<file path="src/rtl/regalu_pkg.sv">
package regalu_pkg;

   localparam int OPC_W = 4;

   typedef enum logic [OPC_W-1:0] {
      OPC_ADD   = 4'b0000,
      OPC_SUB   = 4'b0001,
      OPC_EQ    = 4'b0010,
      OPC_NE    = 4'b0011,
      OPC_XOR   = 4'b0100,
      OPC_NOR   = 4'b0101,
      OPC_OR    = 4'b0110,
      OPC_AND   = 4'b0111,
      OPC_PASSA = 4'b1000,
      OPC_PASSB = 4'b1001,
      OPC_NAND  = 4'b1010
   } opc_e;

   localparam logic [OPC_W-1:0] OPC_LAST_DEFINED = 4'b1010;

   function automatic logic opc_defined(input logic [OPC_W-1:0] code);
      return code <= OPC_LAST_DEFINED;
   endfunction

endpackage

</file>
<file path="src/rtl/regalu_pipe_reg.sv">
module regalu_pipe_reg #(
   parameter int WIDTH = 8
) (
   input  logic             clk,
   input  logic             rst,
   input  logic [WIDTH-1:0] d,
   output logic [WIDTH-1:0] q
);

   if (WIDTH < 1) begin : g_bad_width
      $error("regalu_pipe_reg: WIDTH must be positive");
   end

   always_ff @(posedge clk) begin
      if (rst) q <= '0;
      else     q <= d;
   end

endmodule

</file>
<file path="src/rtl/regalu_adder.sv">
module regalu_adder #(
   parameter int W      = 16,
   parameter bit RIPPLE = 1'b0
) (
   input  logic [W-1:0] x,
   input  logic [W-1:0] y,
   input  logic         ci,
   output logic [W-1:0] s,
   output logic         co
);

   if (RIPPLE) begin : g_ripple
      logic [W:0] c;
      assign c[0] = ci;
      for (genvar i = 0; i < W; i++) begin : g_bit
         logic p;
         assign p      = x[i] ^ y[i];
         assign s[i]   = p ^ c[i];
         assign c[i+1] = (x[i] & y[i]) | (p & c[i]);
      end
      assign co = c[W];
   end else begin : g_flat
      logic [W:0] sum;
      assign sum = {1'b0, x} + {1'b0, y} + {{W{1'b0}}, ci};
      assign s   = sum[W-1:0];
      assign co  = sum[W];
   end

endmodule

</file>
<file path="src/rtl/regalu_core.sv">
module regalu_core
   import regalu_pkg::*;
#(
   parameter int DATA_W     = 16,
   parameter bit RIPPLE_ADD = 1'b0
) (
   input  logic [DATA_W-1:0] a,
   input  logic [DATA_W-1:0] b,
   input  logic [OPC_W-1:0]  opc,
   input  logic              cin,
   output logic [DATA_W-1:0] res,
   output logic              cy,
   output logic              zf,
   output logic              cmp
);

   logic              is_sub;
   logic [DATA_W-1:0] add_y;
   logic              add_ci;
   logic [DATA_W-1:0] add_s;
   logic              add_co;

   assign is_sub = (opc == OPC_SUB);
   assign add_y  = is_sub ? ~b : b;
   assign add_ci = is_sub ? 1'b1 : cin;

   regalu_adder #(.W(DATA_W), .RIPPLE(RIPPLE_ADD)) u_add (
      .x (a),
      .y (add_y),
      .ci(add_ci),
      .s (add_s),
      .co(add_co)
   );

   always_comb begin
      res = '0;
      cy  = 1'b0;
      cmp = 1'b0;
      case (opc)
         OPC_ADD, OPC_SUB: begin
            res = add_s;
            cy  = add_co;
         end
         OPC_EQ:    cmp = (a == b);
         OPC_NE:    cmp = (a != b);
         OPC_XOR:   res = a ^ b;
         OPC_NOR:   res = ~(a | b);
         OPC_OR:    res = a | b;
         OPC_AND:   res = a & b;
         OPC_NAND:  res = ~(a & b);
         OPC_PASSA: res = a;
         OPC_PASSB: res = b;
         default: begin
            res = '0;
            cy  = 1'b0;
            cmp = 1'b0;
         end
      endcase
      zf = opc_defined(opc) && (res == '0);
   end

endmodule

</file>
<file path="src/rtl/regalu_top.sv">
module regalu_top
   import regalu_pkg::*;
#(
   parameter int DATA_W     = 16,
   parameter bit RIPPLE_ADD = 1'b0
) (
   input  logic              clk,
   input  logic              rst,
   input  logic [DATA_W-1:0] a_in,
   input  logic [DATA_W-1:0] b_in,
   input  logic [OPC_W-1:0]  opc_in,
   input  logic              cin_in,
   output logic [DATA_W-1:0] res_out,
   output logic              cy_out,
   output logic              zf_out,
   output logic              cmp_out
);

   localparam int IN_W  = 2*DATA_W + OPC_W + 1;
   localparam int OUT_W = DATA_W + 3;

   if (DATA_W < 2) begin : g_bad_data_w
      $error("regalu_top: DATA_W must be at least 2");
   end

   logic [IN_W-1:0]   in_d, in_q;
   logic [OUT_W-1:0]  out_d, out_q;
   logic [DATA_W-1:0] a_r, b_r, c_res;
   logic [OPC_W-1:0]  opc_r;
   logic              cin_r, c_cy, c_zf, c_cmp;

   assign in_d = {a_in, b_in, opc_in, cin_in};

   regalu_pipe_reg #(.WIDTH(IN_W)) u_in_stage (
      .clk(clk), .rst(rst), .d(in_d), .q(in_q)
   );

   assign {a_r, b_r, opc_r, cin_r} = in_q;

   regalu_core #(.DATA_W(DATA_W), .RIPPLE_ADD(RIPPLE_ADD)) u_core (
      .a  (a_r),
      .b  (b_r),
      .opc(opc_r),
      .cin(cin_r),
      .res(c_res),
      .cy (c_cy),
      .zf (c_zf),
      .cmp(c_cmp)
   );

   assign out_d = {c_res, c_cy, c_zf, c_cmp};

   regalu_pipe_reg #(.WIDTH(OUT_W)) u_out_stage (
      .clk(clk), .rst(rst), .d(out_d), .q(out_q)
   );

   assign {res_out, cy_out, zf_out, cmp_out} = out_q;

endmodule

</file>
<file path="config.mk">
export PLATFORM = sky130hd
export DESIGN_NAME = regalu_top
export DESIGN_NICKNAME = d
export VERILOG_FILES = /design/src/rtl/regalu_pkg.sv /design/src/rtl/regalu_pipe_reg.sv /design/src/rtl/regalu_adder.sv /design/src/rtl/regalu_core.sv /design/src/rtl/regalu_top.sv
export SDC_FILE = /design/constraint.sdc
export NUM_CORES = 1
export LEC_CHECK = 0
export BUFFER_PORTS_ARGS = -buffer_cell sky130_fd_sc_hd__buf_2
export CAP_MARGIN = 10
export CORE_MARGIN = 4
export CORE_UTILIZATION = 53
export CTS_CLUSTER_DIAMETER = 50
export CTS_CLUSTER_SIZE = 40
export DETAILED_ROUTE_END_ITERATION = 7
export GPL_TIMING_DRIVEN = 0
export PLACE_DENSITY = 0.77
export SKIP_LAST_GASP = 1
export SLEW_MARGIN = 5
export SYNTH_ARGS = -nofsm -noshare
export SYNTH_HDL_FRONTEND = slang
export SYNTH_SLANG_ARGS = --single-unit
export TNS_END_PERCENT = 30
</file>
<file path="constraint.sdc">
create_clock -name clk -period 3.9 [get_ports clk]
set_clock_uncertainty 0.2 [all_clocks]
set_input_delay 0.78 -clock clk [delete_from_list [all_inputs] [get_ports clk]]
set_output_delay 0.78 -clock clk [all_outputs]
set_load 0.05 [all_outputs]
</file>
==> flow_summary_export.csv <==
group,metric,value,unit
outcome,outcome,"completed",
clock_tree,insertion_delay,0.32,ns
critical_path,worstPathMaxFanout,7,
route,detailroute.via_count,4071,
yosys,synth_seq_area_share,0.268,
sta,slew_violations,0,
yosys,synthesized_area_divided_by_synthesized_cell_count,8.44,um2
yosys,ys_async_sr_fraction,0,
yosys,synth-seq-cells,56,
sta,worstMarginPinSlew,1.04,ns
sta,timing.max_slew.rel_slack,0.304,
yosys,post_synth_main_area_contributors,"dfxtp_1 27%, ha_1 14%, nor2b_1 6.6%",
final_layout,drive_above_1_share,0.239,
yosys,yosys.cell_types.count,72,
clock_tree,h-tree-depth,2,
yosys,synth_enable_flop_cells,0,
yosys,synth_top_family_by_area,"compound AO/OA/AOI/OAI gates",
critical_path,critPathLaunchType,"flop",
job,drv.max_cap_violation_count,0,
route,drtPass1Iterations,5,
clock_tree,tritoncts.num_buffers,5,
die,die_h,96.8,um
critical_path,cp.arrival,3.78,ns
route,drt_iter0_markers,520,
global_routing,total_congestion_overflow_after_global_routing,0,
sta,setup_failing_eps_final,0,
route,wirelength,12700,um
yosys,mappedNetlistArea,0.00418,mm2
placement,place_inst,654,
yosys,synth_compound_area_frac,0.224,
yosys,yosys-mux-area-fraction,0.0192,
global_routing,grt_util_all_layers,0.267,
sta,final_period_minus_worst_setup_slack,3.78,ns
die,die_width,96.8,um
power,peak_supply_drop,183,uV
sta,final_hold_viol_count,0,
sta,timing.final.crit_share,0.969,
final_layout,num-nets-final,655,
clock_tree,cts_tree,"done",
yosys,synth_top_cell_area_share,0.268,
sta,setup_total_negative_slack,0,ns
yosys,synth-simple-area-share,0.206,
route,wire_per_inst,18.9,um
clock_tree,clockBufferDepth,2,
die,floorplan.io_pins,58,
final_layout,area_growth,17.3,%
global_routing,vias_in_the_first_global_route,3894,
global_routing,maximum_number_of_pins_on_one_net_before_global_route_repair,19,
die,initial_util,0.543,
placement,detailed_placer_s_ending_hpwl,9270,um
yosys,fraction_of_synthesized_cell_area_in_xor_and_xnor_cells,0.0524,
die,number_of_placement_rows,32,
critical_path,critPathCaptureType,"flop",
yosys,synth_fp_nets,583,
power,power.static_leakage,2.13,nW
sta,rsz0062_at_grt,"true",
power,cellPowerDensity,332,mW/mm2
route,drtAntennaViolNets,0,
clock_tree,numClockSinks,56,
sta,max_clock_freq,265,MHz
placement,gpl.final_weighted_congestion,0.981,
clock_tree,cts_root_buf,"clkbuf_8",
min_path,min_path_type,"in2reg",
final_layout,antenna_cells,0,
yosys,synth-main-ff-cell,"dfxtp_1",
critical_path,crit_required,3.90,ns
die,core-area,0.00769,mm2
yosys,syn-instance-count,495,
placement,portBuffers,57,
global_routing,wire_length_of_the_first_global_routing_pass,20200,um
yosys,ys_warn_count,0,
route,detail_route.vias_per_cell,6.08,
yosys,adder_and_majority_gate_portion_of_the_synthesized_area,0.150,
global_routing,antenna_found_initial,0,
route,remaining_drc_errors,0,
clock_tree,clk_pin_slew,0.10,ns
yosys,yosys.area.top_type,"dfxtp_1",
final_layout,instances_no_fill,670,
critical_path,critPathKind,"reg2reg",
die,area_of_the_die,0.00936,mm2
[cells in the mapped netlist, types with 3 or more instances]
master / count
a22oi_1: 9
o22ai_1: 5
xnor2_1: 18
a32oi_1: 4
nand2_1: 19
a211oi_1: 3
o211ai_1: 8
nor3_1: 5
o221ai_1: 4
nand4_1: 3
clkbuf_1: 9
a21oi_1: 30
o21ai_1: 5
dfxtp_1: 56
xor2_1: 7
a31oi_1: 3
nor2_1: 37
buf_2: 13
buf_6: 6
mux2i_1: 8
nand4b_1: 3
inv_1: 38
nand2b_1: 8
nand3_1: 10
ha_1: 47
a32o_1: 3
o21ai_0: 25
nor2b_1: 44
a221oi_1: 3
nor4_1: 5
[layout make-up]
class / instances / area, um2
fill: 678 / 2790
tap: 102 / 128
buffer: 29 / 193
inverter: 40 / 150
clock buffer: 5 / 68.8
multi-input combinational: 369 / 2830
timing repair buffer: 66 / 357
clock inverter: 3 / 47.5
sequential: 56 / 1120
[layout by cell type (no fill, tap or decap), drive strengths merged, types with 7 or more instances in the layout]
cell,count
buf,86
dfxtp,56
ha,47
nor2b,44
inv,40
nor2,38
a21oi,32
o21ai,31
nand2,20
xnor2,18
clkbuf,14
nand3,10
a22oi,9
o211ai,9
mux2i,8
nand2b,8
xor2,7
[per-layer routing]
layer | wire [um] | global-route usage | part of all wire | up-vias
met1 | 5270 | 0.361 | 0.42 | 1896
met3 | 1250 | 0.0447 | 0.098 | 42
li1 | - | - | - | 1899
met5 | 0 | 0 | 0 | -
met2 | 5780 | 0.429 | 0.46 | 234
met4 | 369 | 0.0983 | 0.029 | 0
[power by group]
group	internal (mW)	switching [mW]	total (mW)
sequential	0.612	0.0261	0.638
clock	0.194	0.199	0.393
combinational	0.224	0.368	0.592
total	1.03	0.593	1.62
[kinds of logic (layout without fill, tap and decap cells)]
group,count (synthesis),count (layout)
xor gates and xnor gates,25,25
AOI/OAI and AO/OA,133,133
muxes,8,8
adders and majority gates,49,49
buffers and inverters,70,143
DFF,56,56
and+or+nand+nor,154,154
[worst max-delay path, stage by stage (launching register included)]
cell and delay (ns):
dfxtp_2 0.35, or3_4 0.39, buf_8 0.15, nor2_4 0.21
xnor2_2 0.16, fa_2 0.26, inv_2 0.05, fa_2 0.37
nand2b_4 0.18, a211oi_4 0.28, nor2_2 0.10, o21ai_2 0.20
a21oi_2 0.13, mux2i_1 0.14, a211o_1 0.35, nor2b_1 0.14
[registers in the layout (all words and copies together), names as in the netlist]
| register | flops |
|---|---|
| u_in_stage.q | 37 |
| u_out_stage.q | 19 |
[through the flow]
stage	setup WS [ns]	cell area [um2]	power [mW]	hold WS [ns]	util
after floorplan	0.192	4180	1.04	0.382	-
after global placement	-0.532	4590	1.18	0.473	0.597
after detailed placement	-0.556	4590	1.19	0.475	0.597
after CTS	-0.00633	4800	1.60	0.460	0.625
after global routing	-0.0596	4900	1.71	0.461	0.637
final	0.121	4900	1.62	0.459	0.637
[final timing paths]
path                  endpoint  slack (ns)  cells past startpoint       startpoint
max          u_out_stage.q[17]        0.12                     15  u_in_stage.q[2]
min           u_in_stage.q[36]        0.46                      2         a_in[15]
max reg2reg  u_out_stage.q[17]        0.12                     15  u_in_stage.q[2]
min reg2reg   u_out_stage.q[0]        0.46                      2  u_in_stage.q[4]
[what timing repair did]
item	4_1_cts	5_1_grt
buffers inserted	5	4
hold buffers	0	0
setup endpoints to repair	11	4
pin swaps	7	13
resized for setup	13	19
No activity file was read; power rests on OpenSTA's default activity.
